`src/rtl/rport_pkg.sv`:
```
package rport_pkg;

    parameter int DATA_W = 16;
    parameter int LANE_N = 4;
    parameter int CNT_W  = 12;
    parameter int RUSE_W = 8;

    localparam int VL_W   = $clog2(LANE_N + 1);
    localparam int LI_W   = $clog2(LANE_N);
    localparam int RACC_W = RUSE_W + 4;

    // Per-run settings that stay live after the start pulse
    typedef struct packed {
        logic signed [RUSE_W-1:0] reuse_step;
        logic [VL_W-1:0]          vlen;
    } lane_cfg_t;

    // One vector group as presented to the fabric
    typedef struct packed {
        logic [LANE_N-1:0]             pred;
        logic [LANE_N-1:0][DATA_W-1:0] data;
    } vec_t;

    // Out-of-range vector lengths fall back to the full lane count
    function automatic logic [VL_W-1:0] clamp_vlen(input logic [VL_W-1:0] v);
        if (v == '0 || v > VL_W'(LANE_N))
            return VL_W'(LANE_N);
        return v;
    endfunction

endpackage

```
`src/rtl/rport_fifo.sv`:
```
module rport_fifo #(
    parameter int W     = 16,
    parameter int DEPTH = 4
) (
    input  logic         clk,
    input  logic         rst,
    input  logic         push,
    input  logic [W-1:0] push_data,
    input  logic         pop,
    output logic [W-1:0] pop_data,
    output logic         full,
    output logic         empty
);

    localparam int AW = (DEPTH > 1) ? $clog2(DEPTH) : 1;
    localparam int CW = $clog2(DEPTH + 1);

    logic [W-1:0]  mem [DEPTH];
    logic [AW-1:0] wr_ptr, rd_ptr;
    logic [CW-1:0] cnt;

    function automatic logic [AW-1:0] ptr_next(input logic [AW-1:0] p);
        return (p == AW'(DEPTH - 1)) ? '0 : p + AW'(1);
    endfunction

    assign full     = (cnt == CW'(DEPTH));
    assign empty    = (cnt == '0);
    assign pop_data = mem[rd_ptr];

    always_ff @(posedge clk) begin
        if (push)
            mem[wr_ptr] <= push_data;
    end

    always_ff @(posedge clk) begin
        if (rst) begin
            wr_ptr <= '0;
            rd_ptr <= '0;
            cnt    <= '0;
        end else begin
            if (push)
                wr_ptr <= ptr_next(wr_ptr);
            if (pop)
                rd_ptr <= ptr_next(rd_ptr);
            case ({push, pop})
                2'b10:   cnt <= cnt + CW'(1);
                2'b01:   cnt <= cnt - CW'(1);
                default: cnt <= cnt;
            endcase
        end
    end


    fifo_no_overflow_chk: assert property (@(posedge clk) disable iff (rst)
        cnt <= CW'(DEPTH));


    fifo_no_underflow_chk: assert property (@(posedge clk) disable iff (rst)
        pop |-> !empty);

endmodule

```
`src/rtl/rport_packer.sv`:
```
module rport_packer
    import rport_pkg::*;
(
    input  logic              clk,
    input  logic              rst,
    input  logic              start,
    input  logic [CNT_W-1:0]  total,
    input  logic [VL_W-1:0]   vlen,
    input  logic              fifo_empty,
    input  logic [DATA_W-1:0] fifo_data,
    input  logic              release_grp,
    output logic              pull,
    output vec_t              grp,
    output logic              grp_full,
    output logic              drained
);

    logic [CNT_W-1:0] rem;
    logic [LI_W-1:0]  lane;
    logic             full_q;
    vec_t             grp_q;
    logic             last_in_grp;

    assign pull        = !start && !full_q && (rem != '0) && !fifo_empty;
    assign last_in_grp = ((VL_W'(lane) + VL_W'(1)) == vlen) || (rem == CNT_W'(1));
    assign grp         = grp_q;
    assign grp_full    = full_q;
    assign drained     = (rem == '0) && !full_q;

    always_ff @(posedge clk) begin
        if (rst) begin
            rem    <= '0;
            lane   <= '0;
            full_q <= 1'b0;
            grp_q  <= '0;
        end else if (start) begin
            rem    <= total;
            lane   <= '0;
            full_q <= 1'b0;
            grp_q  <= '0;
        end else if (pull) begin
            grp_q.data[lane] <= fifo_data;
            grp_q.pred[lane] <= 1'b1;
            rem              <= rem - CNT_W'(1);
            if (last_in_grp) begin
                full_q <= 1'b1;
                lane   <= '0;
            end else begin
                lane   <= lane + LI_W'(1);
            end
        end else if (full_q && release_grp) begin
            full_q <= 1'b0;
            grp_q  <= '0;
        end
    end


    packer_pred_prefix_chk: assert property (@(posedge clk) disable iff (rst)
        (grp_q.pred & (grp_q.pred + LANE_N'(1))) == '0);


    packer_lane_limit_chk: assert property (@(posedge clk) disable iff (rst)
        $countones(grp_q.pred) <= int'(vlen));

    for (genvar gi = 0; gi < LANE_N; gi++) begin : g_pad

        packer_pad_zero_chk: assert property (@(posedge clk) disable iff (rst)
            !grp_q.pred[gi] |-> (grp_q.data[gi] == '0));
    end

endmodule

```
`src/rtl/rport_reuse.sv`:
```
module rport_reuse
    import rport_pkg::*;
(
    input  logic                     clk,
    input  logic                     rst,
    input  logic                     start,
    input  logic signed [RUSE_W-1:0] reuse_init,
    input  logic signed [RUSE_W-1:0] reuse_step,
    input  logic                     grp_full,
    input  logic                     out_ready,
    output logic                     out_valid,
    output logic                     release_grp
);

    logic signed [RACC_W-1:0] rcur;
    logic signed [RACC_W-1:0] dcnt;
    logic signed [RACC_W-1:0] dcnt_inc;
    logic                     rpos;
    logic                     last_rep;

    assign rpos        = (rcur > 0);
    assign dcnt_inc    = dcnt + RACC_W'(1);
    assign last_rep    = (dcnt_inc == rcur);
    assign out_valid   = grp_full && rpos;
    assign release_grp = grp_full && (!rpos || (out_ready && last_rep));

    always_ff @(posedge clk) begin
        if (rst) begin
            rcur <= '0;
            dcnt <= '0;
        end else if (start) begin
            rcur <= RACC_W'(reuse_init);
            dcnt <= '0;
        end else if (release_grp) begin
            rcur <= rcur + RACC_W'(reuse_step);
            dcnt <= '0;
        end else if (out_valid && out_ready) begin
            dcnt <= dcnt_inc;
        end
    end


    reuse_hold_chk: assert property (@(posedge clk) disable iff (rst)
        (out_valid && !out_ready && !start) |=> out_valid);


    reuse_dcnt_bound_chk: assert property (@(posedge clk) disable iff (rst)
        out_valid |-> (dcnt < rcur));

endmodule

```
`src/rtl/inductive_reuse_port.sv`:
```
module inductive_reuse_port
    import rport_pkg::*;
#(
    parameter int FIFO_DEPTH = 4
) (
    input  logic                       clk,
    input  logic                       rst,
    input  logic                       start,
    input  logic [CNT_W-1:0]           cfg_total,
    input  logic [RUSE_W-1:0]          cfg_reuse_init,
    input  logic [RUSE_W-1:0]          cfg_reuse_step,
    input  logic [VL_W-1:0]            cfg_vlen,
    input  logic                       in_valid,
    output logic                       in_ready,
    input  logic [DATA_W-1:0]          in_data,
    output logic                       out_valid,
    input  logic                       out_ready,
    output logic [LANE_N*DATA_W-1:0]   out_data,
    output logic [LANE_N-1:0]          out_pred,
    output logic                       done
);

    lane_cfg_t         cfg_q;
    logic              fifo_full, fifo_empty, pull;
    logic [DATA_W-1:0] fifo_data;
    vec_t              grp;
    logic              grp_full, drained, release_grp;
    logic              active, done_q;

    always_ff @(posedge clk) begin
        if (rst) begin
            cfg_q <= '0;
        end else if (start) begin
            cfg_q.reuse_step <= $signed(cfg_reuse_step);
            cfg_q.vlen       <= clamp_vlen(cfg_vlen);
        end
    end

    assign in_ready = !fifo_full;

    rport_fifo #(
        .W     (DATA_W),
        .DEPTH (FIFO_DEPTH)
    ) u_fifo (
        .clk       (clk),
        .rst       (rst),
        .push      (in_valid && !fifo_full),
        .push_data (in_data),
        .pop       (pull),
        .pop_data  (fifo_data),
        .full      (fifo_full),
        .empty     (fifo_empty)
    );

    rport_packer u_packer (
        .clk         (clk),
        .rst         (rst),
        .start       (start),
        .total       (cfg_total),
        .vlen        (cfg_q.vlen),
        .fifo_empty  (fifo_empty),
        .fifo_data   (fifo_data),
        .release_grp (release_grp),
        .pull        (pull),
        .grp         (grp),
        .grp_full    (grp_full),
        .drained     (drained)
    );

    rport_reuse u_reuse (
        .clk         (clk),
        .rst         (rst),
        .start       (start),
        .reuse_init  ($signed(cfg_reuse_init)),
        .reuse_step  (cfg_q.reuse_step),
        .grp_full    (grp_full),
        .out_ready   (out_ready),
        .out_valid   (out_valid),
        .release_grp (release_grp)
    );

    assign out_data = grp.data;
    assign out_pred = grp.pred;

    always_ff @(posedge clk) begin
        if (rst) begin
            active <= 1'b0;
            done_q <= 1'b0;
        end else if (start) begin
            active <= 1'b1;
            done_q <= 1'b0;
        end else if (active && drained) begin
            active <= 1'b0;
            done_q <= 1'b1;
        end
    end

    assign done = done_q;


    top_done_quiet_chk: assert property (@(posedge clk) disable iff (rst)
        done |-> !out_valid);


    top_data_hold_chk: assert property (@(posedge clk) disable iff (rst)
        (out_valid && !out_ready && !start) |=> ($stable(out_data) && $stable(out_pred)));

endmodule

```
`config.mk`:
```
export PLATFORM = sky130hd
export DESIGN_NAME = inductive_reuse_port
export DESIGN_NICKNAME = d
export VERILOG_FILES = /design/src/rtl/rport_pkg.sv /design/src/rtl/rport_fifo.sv /design/src/rtl/rport_packer.sv /design/src/rtl/rport_reuse.sv /design/src/rtl/inductive_reuse_port.sv
export SDC_FILE = /design/constraint.sdc
export NUM_CORES = 1
export LEC_CHECK = 0
export ABC_CLOCK_PERIOD_IN_PS = 2900
export CORE_UTILIZATION = 25
export DETAILED_ROUTE_END_ITERATION = 10
export MAX_ROUTING_LAYER = met4
export PLACE_DENSITY_LB_ADDON = 0.08
export SLEW_MARGIN = 20
export SYNTH_ARGS = -nofsm -noshare
export SYNTH_HDL_FRONTEND = slang
export SYNTH_SLANG_ARGS = --single-unit
```
`constraint.sdc`:
```
create_clock -name clk -period 2.9 [get_ports clk]
set_clock_uncertainty 0.15 [all_clocks]
set_input_delay 0.29 -clock clk [delete_from_list [all_inputs] [get_ports clk]]
set_output_delay 0.29 -clock clk [all_outputs]
set_load 0.02 [all_outputs]
```
==> reports/metrics.yaml <==
outcome: "finished, final reports clean"
hold_ws_ps: 178
core_um2: 33700
fmax_ghz: 0.366
cap_violations: 0
crit_chain: "buf_4, nor4_1, a31oi_1, and2_1, clkdlybuf4s50_1"
worstSetupPathType: "reg -> out"
gr-total-overflow: 0
post_cts_buffers: 0
synthArstFlopShare: 0
wl_per_cell_um: 18.0
final_area_um2: 11100
grtUsageTotal: 0.154
cp-end-kind: "output pin"
clockBufferDepth: 2
arrival_ps: 2290
slowest_delay_ps: 550
ys_seq_area_frac: 0.523
antenna_found_initial: 0
min_path_type: "in -> reg"
insertion_delay_ps: 440
cts_max_level: 4
ys_seq_elements: 193
synth_area_leaders: "dfxtp_1 (30%), edfxtp_1 (22%), a21oi_1 (5.6%)"
postPlaceCellArea_um2: 10500
grt_pass1_wl_mm: 40.4
rsz0062_at_grt: "false"
r2r_start: "cfg_q[3]"
slowest_stage: "clkdlybuf4s50_1"
numCtsBuffers: 17
drt_iter0_markers: 398
netlist_area_um2: 8610
grt_pass1_vias: 6837
peakVddDrop_mv: 0.404
num_antenna_cells: 0
cp.buffers_inverters: 2
slew_headroom: 0.427
cts_tree: "built"
cp_num_cells: 5
hp-start: "rst"
first_pass_iters: 4
fin_crit_sh: 0.941
yosysMostFrequentCell: "dfxtp_1"
chipHeight_um: 188
fin_crit_ps: 2730
cts_root_buf: "clkbuf_16"
drive_gt1_frac: 0.103
tightest_slew_ps: 860
drcViolationCount: 0
yosys_warnings: 0
postSynthCellCount: 858
synth_top_area_share: 0.300
cts.sinks: 193
routed_via_density: 4.73
rows: 67
port_buffers: 122
nNetsFinal: 1053
hold_path_depth: 2
pre_cts_ws_ps: 115
die_area_um2: 35200
synthFlopType: "dfxtp_1"
critPathMaxFanout: 4
post-route-util: 0.330
fin_ws_ps: 171
crit_family: "buffers and inverters"
io_pins: 123
hold_violations: 0
start_util: 0.256
powerDensity_nw_per_um2: 638
startpoint: "u_reuse.rcur[1]"
hold_buffers: 0
drtAntennaViolNets: 0
wl_mm: 25.8
p_leak_nw: 3.84
postSynthAreaPerCell_um2: 10.0
required_ps: 2460
clkTransAtPathRegs_ps: 80
gp_congestion: 0.787
synth.distinct_cells: 55
syn_nets: 937
synth_top_area_cell: "dfxtp_1"
slew_violations: 0
netlist_top_cells_count: "dfxtp_1 (129), a21oi_1 (97), nand2_1 (90)"
syn_to_final_growth_pct: 29.2
p_total_mw: 7.10
synth_edf_count: 64
reg2regPathDepth: 9
dp_cells: 1403
die_w_um: 188
finalSetupViolCount: 0
hpwl_mm: 17.7
start_kind: "flip-flop"
tns_ps: 0
vias: 6783
layoutNonFillerInstCount: 1435
grt_max_degree: 68
kinds of logic (layout without fill, tap and decap cells):
kind of cell	count (synthesis)	count (layout)	synth area share
multiplexers	26	26	0.0536
XOR/XNOR	42	42	0.0427
AO/OA/AOI/OAI	163	163	0.117
buffers and inverters	91	220	0.0418
flip-flops	193	193	0.523
AND/OR/NAND/NOR	316	316	0.181
adder cells (fa/ha/maj)	27	27	0.0410
cell usage in the layout, fill, tap and decap left out, drive strengths merged, types with 16 or more instances in the layout:
master	Yosys	routed
a21oi	97	97
and3	18	18
buf	23	40
clkbuf	41	19
clkdlybuf4s50	0	120
dfxtp	129	129
edfxtp	64	64
ha	25	25
inv	27	35
mux4	16	16
nand2	90	90
nand3	19	19
nand4	69	69
nor2	75	75
nor3	16	16
xnor2	25	25
xor2	17	17
worst paths after layout:
path | to | slack, ps
max | out_valid | 170
min | cfg_q[10] | 180
max reg2reg | u_reuse.rcur[10] | 170
min reg2reg | u_packer.grp[57] | 320
timing repair:
item | 4_1_cts | 5_1_grt
resized for setup | 0 | 7
setup endpoints to repair | 0 | 68
endpoints found under the hold margin | 0 | 0
routing by layer:
| metal | up-vias | part of all wire | GRT usage |
|---|---|---|---|
| met5 | - | 0 | - |
| met3 | 17 | 0.026 | 0.0251 |
| met4 | 0 | 0.011 | 0.0403 |
| met2 | 90 | 0.47 | 0.244 |
| li1 | 3359 | - | - |
| met1 | 3317 | 0.50 | 0.203 |
registers in the layout, indices dropped and copies added (netlist names), named ones only:
register / count
active: 1
cfg_q: 11
done: 1
u_fifo.mem: 64
u_fifo.wr_ptr: 2
u_packer.grp_full: 1
u_reuse.rcur: 12
u_packer.lane: 2
u_fifo.cnt: 3
u_fifo.rd_ptr: 2
u_reuse.dcnt: 12
u_packer.grp: 68
u_packer.rem: 12
where the power goes:
group / switching, mW / internal [mW] / total [mW]
Combinational: 0.875 / 0.585 / 1.46
Sequential: 0.116 / 2.98 / 3.10
Clock: 1.23 / 1.31 / 2.54
cell type report:
cell class | count | area (um^2)
clock buffer | 18 | 450
fill | 3491 | 22600
clock inverter | 14 | 185
multi-input combinational | 574 | 3790
tap | 448 | 561
sequential | 193 | 4500
timing repair buffer | 161 | 1540
inverter | 27 | 101
No activity file was read; power rests on OpenSTA's default activity.
